<file path="src/rtl/flg_pkg.sv">
package flg_pkg;

    localparam logic SRC_FW  = 1'b0;
    localparam logic SRC_DBG = 1'b1;

    typedef enum logic [2:0] {
        OP_READ     = 3'd0,
        OP_WRITE    = 3'd1,
        OP_ERASE    = 3'd2,
        OP_LOCKWR   = 3'd3,
        OP_DEVERASE = 3'd4
    } flg_op_e;

    typedef enum logic [1:0] {
        VRD_GRANT = 2'd0,
        VRD_DROP  = 2'd1,
        VRD_FAULT = 2'd2
    } flg_verdict_e;

endpackage

</file>
<file path="src/rtl/flg_lock_map.sv">
// Expands the lock vector into a per-page "protected" vector; the lock-byte
// page additionally becomes protected as soon as any page is locked.
module flg_lock_map #(
    parameter int NUM_PAGES = 8
) (
    input  logic [NUM_PAGES-1:0] lock_eff,
    output logic [NUM_PAGES-1:0] locked_vec,
    output logic                 any_locked
);
    localparam int LOCK_PAGE = NUM_PAGES - 1;

    assign any_locked = ~&lock_eff;

    for (genvar i = 0; i < NUM_PAGES; i++) begin : g_page
        if (i == LOCK_PAGE) begin : g_lockpg
            assign locked_vec[i] = ~lock_eff[i] | any_locked;
        end else begin : g_plain
            assign locked_vec[i] = ~lock_eff[i];
        end
    end
endmodule

</file>
<file path="src/rtl/flg_page_class.sv">
// Classifies one page index: reserved (beyond the array) and protected.
module flg_page_class #(
    parameter int NUM_PAGES = 8,
    parameter int PAGE_AW   = 4
) (
    input  logic [PAGE_AW-1:0]   page,
    input  logic [NUM_PAGES-1:0] locked_vec,
    output logic                 locked,
    output logic                 reserved
);
    localparam int IDX_W = (NUM_PAGES > 1) ? $clog2(NUM_PAGES) : 1;

    logic [IDX_W-1:0] idx;

    always_comb begin
        idx      = page[IDX_W-1:0];
        reserved = (page >= PAGE_AW'(NUM_PAGES));
        locked   = reserved ? 1'b0 : locked_vec[idx];
    end
endmodule

</file>
<file path="src/rtl/flg_policy.sv">
// Pure combinational verdict for one request.
module flg_policy
    import flg_pkg::*;
(
    input  logic         src,
    input  flg_op_e      op,
    input  logic         tgt_locked,
    input  logic         tgt_rsvd,
    input  logic         exec_locked,
    input  logic         exec_rsvd,
    input  logic         tgt_is_lock,
    input  logic         any_locked,
    input  logic         unlock_try,
    input  logic         vmon_ok,
    output flg_verdict_e verdict,
    output logic         dev_erase
);
    logic refuse;
    logic modifies;
    logic exec_priv;

    always_comb begin
        refuse    = 1'b0;
        dev_erase = 1'b0;
        modifies  = (op == OP_WRITE) || (op == OP_ERASE) || (op == OP_LOCKWR);
        exec_priv = exec_locked && !exec_rsvd;

        case (op)
            OP_READ, OP_WRITE, OP_ERASE: begin
                if (tgt_rsvd) refuse = 1'b1;
                if (op == OP_ERASE && tgt_is_lock && any_locked) refuse = 1'b1;
            end
            OP_LOCKWR: begin
                if (unlock_try) refuse = 1'b1;
            end
            OP_DEVERASE: begin
                if (src == SRC_DBG) dev_erase = 1'b1;
                else                refuse    = 1'b1;
            end
            default: refuse = 1'b1;
        endcase

        if (src == SRC_FW) begin
            if (modifies && !vmon_ok)       refuse = 1'b1;
            if (tgt_locked && !exec_priv)   refuse = 1'b1;
        end

        if (!refuse)              verdict = VRD_GRANT;
        else if (src == SRC_DBG)  verdict = VRD_DROP;
        else                      verdict = VRD_FAULT;
    end
endmodule

</file>
<file path="src/rtl/flg_guard.sv">
module flg_guard
    import flg_pkg::*;
#(
    parameter int NUM_PAGES = 8,
    parameter int PAGE_AW   = 4
) (
    input  logic                 clk,
    input  logic                 rst_n,
    input  logic                 req_valid,
    input  logic                 req_src,
    input  logic [2:0]           req_op,
    input  logic [PAGE_AW-1:0]   req_page,
    input  logic [PAGE_AW-1:0]   exec_page,
    input  logic [NUM_PAGES-1:0] lock_wdata,
    input  logic [NUM_PAGES-1:0] lock_stored,
    input  logic                 vmon_en,
    input  logic                 vmon_rst_src,
    output logic                 grant,
    output logic                 drop,
    output logic                 err_reset,
    output logic                 err_flag,
    output logic [NUM_PAGES-1:0] lock_active
);
    localparam int LOCK_PAGE = NUM_PAGES - 1;
    localparam int N_LOOK    = 2;   // 0: target page, 1: executing page

    typedef struct packed {
        logic                 grant;
        logic                 drop;
        logic                 fault;
        logic                 err_flag;
        logic                 load_pend;
        logic [NUM_PAGES-1:0] lock_active;
    } state_t;

    state_t st_d, st_q;

    flg_op_e              op_e;
    flg_verdict_e         verdict;
    logic                 dev_erase;
    logic [NUM_PAGES-1:0] lock_eff;
    logic [NUM_PAGES-1:0] locked_vec;
    logic                 any_locked;
    logic [PAGE_AW-1:0]   tgt_page;
    logic [PAGE_AW-1:0]   look_page [N_LOOK];
    logic [N_LOOK-1:0]    pg_locked;
    logic [N_LOOK-1:0]    pg_rsvd;
    logic                 tgt_is_lock;
    logic                 unlock_try;
    logic                 vmon_ok;

    always_comb begin
        op_e         = flg_op_e'(req_op);
        lock_eff     = st_q.load_pend ? lock_stored : st_q.lock_active;
        tgt_page     = (op_e == OP_LOCKWR) ? PAGE_AW'(LOCK_PAGE) : req_page;
        look_page[0] = tgt_page;
        look_page[1] = exec_page;
        tgt_is_lock  = (tgt_page == PAGE_AW'(LOCK_PAGE));
        unlock_try   = |(lock_wdata & ~lock_stored);
        vmon_ok      = vmon_en && vmon_rst_src;
    end

    flg_lock_map #(.NUM_PAGES(NUM_PAGES)) u_map (
        .lock_eff   (lock_eff),
        .locked_vec (locked_vec),
        .any_locked (any_locked)
    );

    for (genvar k = 0; k < N_LOOK; k++) begin : g_look
        flg_page_class #(.NUM_PAGES(NUM_PAGES), .PAGE_AW(PAGE_AW)) u_cls (
            .page       (look_page[k]),
            .locked_vec (locked_vec),
            .locked     (pg_locked[k]),
            .reserved   (pg_rsvd[k])
        );
    end

    flg_policy u_pol (
        .src         (req_src),
        .op          (op_e),
        .tgt_locked  (pg_locked[0]),
        .tgt_rsvd    (pg_rsvd[0]),
        .exec_locked (pg_locked[1]),
        .exec_rsvd   (pg_rsvd[1]),
        .tgt_is_lock (tgt_is_lock),
        .any_locked  (any_locked),
        .unlock_try  (unlock_try),
        .vmon_ok     (vmon_ok),
        .verdict     (verdict),
        .dev_erase   (dev_erase)
    );

    always_comb begin
        st_d             = st_q;
        st_d.grant       = 1'b0;
        st_d.drop        = 1'b0;
        st_d.fault       = 1'b0;
        st_d.load_pend   = 1'b0;
        st_d.lock_active = lock_eff;
        if (req_valid) begin
            case (verdict)
                VRD_GRANT: begin
                    st_d.grant = 1'b1;
                    if (dev_erase) st_d.lock_active = '1;
                end
                VRD_DROP: st_d.drop = 1'b1;
                default: begin
                    st_d.fault       = 1'b1;
                    st_d.err_flag    = 1'b1;
                    st_d.lock_active = lock_stored;
                end
            endcase
        end
    end

    always_ff @(posedge clk or negedge rst_n) begin
        if (!rst_n) begin
            st_q           <= '0;
            st_q.load_pend <= 1'b1;
            st_q.lock_active <= '1;
        end else begin
            st_q <= st_d;
        end
    end

    assign grant       = st_q.grant;
    assign drop        = st_q.drop;
    assign err_reset   = st_q.fault;
    assign err_flag    = st_q.err_flag;
    assign lock_active = st_q.lock_active;
endmodule

</file>
<file path="config.mk">
export PLATFORM = sky130hd
export DESIGN_NAME = flg_guard
export DESIGN_NICKNAME = d
export VERILOG_FILES = /design/src/rtl/flg_pkg.sv /design/src/rtl/flg_lock_map.sv /design/src/rtl/flg_page_class.sv /design/src/rtl/flg_policy.sv /design/src/rtl/flg_guard.sv
export SDC_FILE = /design/constraint.sdc
export NUM_CORES = 1
export LEC_CHECK = 0
export ABC_CLOCK_PERIOD_IN_PS = 2200
export CAP_MARGIN = 10
export CORE_ASPECT_RATIO = 1.75
export CORE_UTILIZATION = 25
export DETAILED_ROUTE_END_ITERATION = 8
export DONT_BUFFER_PORTS = 1
export PLACE_DENSITY = 0.39
export SETUP_SLACK_MARGIN = 0.2
export SLEW_MARGIN = 20
export SYNTH_ARGS = -nofsm -noshare
export SYNTH_HDL_FRONTEND = slang
export SYNTH_SLANG_ARGS = --single-unit
</file>
<file path="constraint.sdc">
create_clock -name clk -period 2.2 [get_ports clk]
set_input_delay 0.33 -clock clk [delete_from_list [all_inputs] [get_ports clk]]
set_output_delay 0.33 -clock clk [all_outputs]
set_load 0.01 [all_outputs]
</file>
Word-level counts from Yosys, hierarchy flattened. Cells that the tools add are included.

Magnitude comparators: 4. Equality and inequality tests: 6. Muxes and demuxes: 27. Bitwise operators: 12. Reductions and logical operators: 19.

Operator list (count): 8-bit 2-to-1 mux (3); 8-bit case mux with 2 select lines (1); 1-bit 2-to-1 mux (15); 1-bit NOT (9); 8-bit bitwise AND (1); 4-bit >= comparator (second input constant) (2); 3-bit by 4-bit < comparator with 1-bit output (second input constant) (2); 4-bit 2-to-1 mux (2); 8-bit NOT (1); 8-bit AND reduction (1); 8-bit OR reduction (1); 1-bit binary-select mux with 3-bit select (2); 3-bit by 2-bit equality test with 1-bit output (second input constant) (2); 1-bit logical AND (6); 2-bit 2-to-1 mux (3); 4-bit by 3-bit equality test with 1-bit output (second input constant) (1); 1-bit logical NOT (4); 3-bit by 1-bit equality test with 1-bit output (second input constant) (1); 3-bit equality test (second input constant) (1); 3-bit logical NOT (1); 1-bit case mux with 3 select lines (1); 3-bit OR reduction (1); 2-bit by 1-bit equality test with 1-bit output (second input constant) (1); 2-bit logical NOT (1); 4 further kinds (5).

Bits in registers: 13. Input bits: 33. Output and inout port bits: 12. Logic and storage cells: 74.

Depth between registers and ports, before layout.
Depth after elaboration: 17. Depth in mapped cells: 8. Depth with buffers taken out: 7.

Hierarchy. From an unflattened synthesis, not the netlist that was laid out.

Cell total of the unflattened synthesis: 125. Area total of the unflattened synthesis: 1061.0 µm².

Modules (own cells, without submodules): flg_guard (instances 1, cells each 83, area an instance 763.2 µm²); flg_page_class (instances 2, cells each 9, area an instance 77.6 µm²); flg_policy (instances 1, cells each 13, area an instance 91.3 µm²); flg_lock_map (instances 1, cells each 11, area an instance 51.3 µm²).

Least setup slack after synthesis. OpenSTA, ideal clock, no wires.

Path type: flip-flop to flip-flop. Start point: register st_q[8] (netlist bit). End point: register lock_active[0] (netlist name). Library setup time: 75 ps. Arrival: 1882 ps. Setup slack: 243 ps. Cell stages (with the launch flop): 9. Period minus slack after synthesis: 1957 ps. Cell sequence: dfstp_2 buf_6 inv_1 nor3_1 o31ai_1 a31oi_1 o21ai_4 nor2_4 mux2i_1.

RTL lines: start: declaration (RTL line flg_guard.sv:36) `state_t st_d, st_q;`; start signal: assignment (RTL line flg_guard.sv:122) `st_q <= st_d;`.

==> flow_summary_export.csv <==
group,metric,value,unit
status,outcome,"completed",
detailed_routing,vias_per_cell,5.34,
timing,grt_setup_unrepaired,"yes",
logic_synthesis,netlist_area,0.00110,sq mm
cells_and_area,fillerInstances,458,
worst_setup_path,worst-path-max-fanout,6,
logic_synthesis,synthesis.area_per_instance,9.51,sq um
detailed_routing,detailroute.via_count,950,
timing,slew_headroom,58.8,%
floorplan,io_pins,45,
power_and_ir_drop,sequentialPowerShare,43.1,%
timing,clock.fmax,463,MHz
clocking,tritoncts,"built",
power_and_ir_drop,intPower,521,uW
worst_setup_path,critical-path-slowest-cell,"sky130_fd_sc_hd__dfstp_2",
grt,wire_length_of_the_first_global_routing_pass,5.07,mm
cells_and_area,drive_gt1_share,38.8,%
worst_setup_path,critical_path.endpoint_type,"flip-flop",
timing,post-route-min-period,2.16,ns
power_and_ir_drop,switching_share,29.3,%
detailed_routing,wirelength,3.36,mm
power_and_ir_drop,power_per_cell_area,559,mW/mm^2
worst_setup_path,critical-path-max-stage-delay,0.59,ns
placement,post_detailed_placement_half_perimeter_wirelength,2.71,mm
cells_and_area,antenna_cells_inserted,0,
worst_setup_path,critical_path_cell_by_cell,"buf_6 > mux4_2 > nor2_1 > o311a_1 > o211ai_2 > o21ai_4 > nor2_4 > mux2i_1",
clocking,cts_buffers,3,
clocking,worstSkewPairLatency,0.24,ns
timing,final.setup_skew,0.00123,ns
floorplan,rows,31,
hold_path,hold_class,"in2reg",
logic_synthesis,post_synth_inst_count,116,
timing,setup-violations-final,0,
floorplan,core,0.00419,sq mm
logic_synthesis,share_of_synthesized_area_occupied_by_flip_flops_and_latches,30.5,%
clocking,cts.clk_slew.worst_paths,0.06,ns
clocking,cts_htree_levels,1,
logic_synthesis,ys.flop_type,"sky130_fd_sc_hd__dfstp_2",
power_and_ir_drop,power_frac_clock,29.6,%
floorplan,dieArea,0.00469,sq mm
timing,final_max_slew_viol_count,0,
timing,post-route-worst-setup-slack,0.0392,ns
worst_setup_path,worst_path_bufs_invs,1,
placement,port_buffers,0,
power_and_ir_drop,net-switching-power,216,uW
grt,number_of_global_route_vias_before_repair,971,
logic_synthesis,yosysUniqueCellTypes,40,
job,timing.max_cap.violations,0,
detailed_routing,drc,0,
timing,timing_worst_slew_pin_value,0.617,ns
logic_synthesis,synth_enable_flop_cells,0,
grt,global_route.usage.total,14.9,%
logic_synthesis,synth.ff_latch_count,13,
grt,initial_antenna_violation_count,0,
power_and_ir_drop,power.combinational.fraction,27.4,%
timing,min_period_over_period,98.2,%
worst_setup_path,critPathTopFamily,"compound AO/OA/AOI/OAI gates",
clocking,buffer_levels_on_the_longest_clock_path,2,
timing,finalHoldViolCount,0,
logic_synthesis,mappedNetlistNets,149,
grt,grt-ovfl-total,0,
logic_synthesis,synth.yosys.warnings,0,
floorplan,die_x,52.2,microns
worst_setup_path,worstPathRequired,2.36,ns
power_and_ir_drop,static-leakage-power,0.553,nW
power_and_ir_drop,fin_total_pwr,736,uW
floorplan,effective_utilization_at_floorplan,26.3,%
worst_setup_path,startpoint_type_of_the_worst_setup_path,"flip-flop",
worst_setup_path,crit_arrival,2.32,ns
floorplan,dieHeight,89.9,microns
detailed_routing,wl_per_cell,18.8,microns
cells_and_area,area_growth,19.4,%
placement,dp_worst_setup_slack,0.00405,ns
logic_synthesis,postSynth.asyncResetShare,100,%
grt,grt_max_degree,14,
clocking,clock_tree_root_buffer_cell,"sky130_fd_sc_hd__clkbuf_8",
placement,finalWeightedCongestion,0.719,
cells_and_area,nets,163,
power_and_ir_drop,vdd_ir_drop_max,0.324,mV
worst_setup_path,critPathKind,"reg2reg",
detailed_routing,detailedRoute.firstPassIterationCount,4,
detailed_routing,drt.antenna.violating_nets,0,
clocking,clock-sinks,13,
detailed_routing,drtIter0Drc,26,
[area by class of cell]
| cell class | count | area [sq um] | area share (%) |
|---|---|---|---|
| Inverter | 10 | 37.5 | 2.85 |
| Clock buffer | 4 | 45.0 | 3.42 |
| Timing Repair Buffer | 19 | 153 | 11.6 |
| Tap cell | 49 | 61.3 | 4.65 |
| Multi-Input combinational cell | 83 | 684 | 51.9 |
| Sequential cell | 13 | 337 | 25.5 |
[Yosys cell counts (2+ instances only)]
cell type / number / share of area (%)
sky130_fd_sc_hd__nand2_1: 6 / 2.0
sky130_fd_sc_hd__nor3_1: 3 / 1.4
sky130_fd_sc_hd__a211oi_1: 3 / 2.0
sky130_fd_sc_hd__mux4_1: 3 / 7.1
sky130_fd_sc_hd__nor2b_1: 3 / 1.7
sky130_fd_sc_hd__inv_1: 10 / 3.4
sky130_fd_sc_hd__dfstp_2: 9 / 21
sky130_fd_sc_hd__a31oi_1: 2 / 1.1
sky130_fd_sc_hd__a22oi_1: 2 / 1.4
sky130_fd_sc_hd__nor2_1: 20 / 6.8
sky130_fd_sc_hd__dfrtp_1: 4 / 9.1
sky130_fd_sc_hd__o211ai_1: 2 / 1.4
sky130_fd_sc_hd__nand3b_1: 2 / 1.4
sky130_fd_sc_hd__mux2i_1: 8 / 7.3
sky130_fd_sc_hd__nand4_1: 5 / 2.8
sky130_fd_sc_hd__buf_4: 8 / 5.4
sky130_fd_sc_hd__mux4_2: 3 / 6.1
[power groups by stage]
| stage | clock (mW) | combinational, mW | sequential [mW] |
|---|---|---|---|
| 2_1_floorplan | 0 | 0.157 | 0.302 |
| 3_3_place_gp | 0 | 0.166 | 0.320 |
| 3_5_place_dp | 0 | 0.166 | 0.321 |
| 4_1_cts | 0.225 | 0.183 | 0.318 |
| 5_1_grt | 0.239 | 0.219 | 0.322 |
| 6_report | 0.218 | 0.201 | 0.317 |
[cells in the final DEF, fill, tap and decap left out, types with 2 or more instances in the layout]
cell / instances
sky130_fd_sc_hd__nor3_1: 2
sky130_fd_sc_hd__nand2_1: 6
sky130_fd_sc_hd__buf_6: 2
sky130_fd_sc_hd__clkbuf_8: 3
sky130_fd_sc_hd__dfrtp_1: 4
sky130_fd_sc_hd__nor2_1: 19
sky130_fd_sc_hd__o211ai_1: 2
sky130_fd_sc_hd__a31oi_1: 2
sky130_fd_sc_hd__a22oi_1: 2
sky130_fd_sc_hd__buf_4: 16
sky130_fd_sc_hd__dfstp_2: 9
sky130_fd_sc_hd__mux2i_1: 7
sky130_fd_sc_hd__nor2b_1: 3
sky130_fd_sc_hd__nand4_1: 5
sky130_fd_sc_hd__a211oi_1: 2
sky130_fd_sc_hd__mux4_2: 5
sky130_fd_sc_hd__inv_1: 10
sky130_fd_sc_hd__nor2_4: 2
sky130_fd_sc_hd__nand3b_1: 2
[metrics by stage]
step / util, % / setup TNS [ns] / hold slack (ns) / area [sq um] / instances
after floorplan: - / 0 / 0.0344 / 1100 / 116
after global placement: 28.0 / 0 / 0.0350 / 1170 / 166
after detailed placement: 28.0 / 0 / 0.0350 / 1170 / 166
after CTS: 29.9 / 0 / 0.215 / 1250 / 174
after global routing: 31.5 / -0.0472 / 0.210 / 1320 / 178
final: 31.5 / 0 / 0.219 / 1320 / 178
[worst register-to-register path, stage by stage (launching register included)]
cell                       delay (ns)
sky130_fd_sc_hd__dfstp_2         0.59
sky130_fd_sc_hd__buf_6           0.13
sky130_fd_sc_hd__mux4_2          0.18
sky130_fd_sc_hd__nor2_1          0.04
sky130_fd_sc_hd__o311a_1         0.32
sky130_fd_sc_hd__o211ai_2        0.22
sky130_fd_sc_hd__o21ai_4         0.11
sky130_fd_sc_hd__nor2_4          0.23
sky130_fd_sc_hd__mux2i_1         0.26
[final timing paths]
| path | startpoint | endpoint | slack, ns | cells past startpoint |
|---|---|---|---|---|
| max | st_q[8] | lock_active[2] | 0.04 | 8 |
| min | req_valid | grant | 0.22 | 1 |
| max reg2reg | st_q[8] | lock_active[2] | 0.04 | 8 |
| min reg2reg | err_flag | err_flag | 0.54 | 1 |
| max in group asynchronous | rst_n | drop | 1.26 | 1 |
| min in group asynchronous | rst_n | err_flag | 0.54 | 1 |
[flip-flops by register name (all words and copies together) (netlist names)]
signal / cells
err_flag: 1
drop: 1
st_q: 1
grant: 1
lock_active: 8
err_reset: 1
[timing repair]
action / 4_1_cts / 5_1_grt
pin swaps: 6 / 7
resized for setup: 3 / 12
cloned: 0 / 0
hold buffers: 1 / 0
hold endpoints to repair: 13 / 0
buffers inserted: 3 / 4
endpoints found under the setup margin: 10 / 11
[cells by family after synthesis]
family | synth area share, %
other | 0.340
multiplexers | 21.5
buffers and inverters | 10.2
AND/OR/NAND/NOR | 21.3
flip-flops | 30.5
AO/OA/AOI/OAI | 16.1
[metal layers]
| metal | track usage (%) | share of wire, % | routed length (microns) |
|---|---|---|---|
| met1 | 15.7 | 35 | 1170 |
| met2 | 27.7 | 58 | 1950 |
| met3 | 3.38 | 6.3 | 211 |
| met4 | 4.61 | 0.66 | 22 |
| met5 | 0 | 0 | 0 |
(Power assumes the default switching activity.)
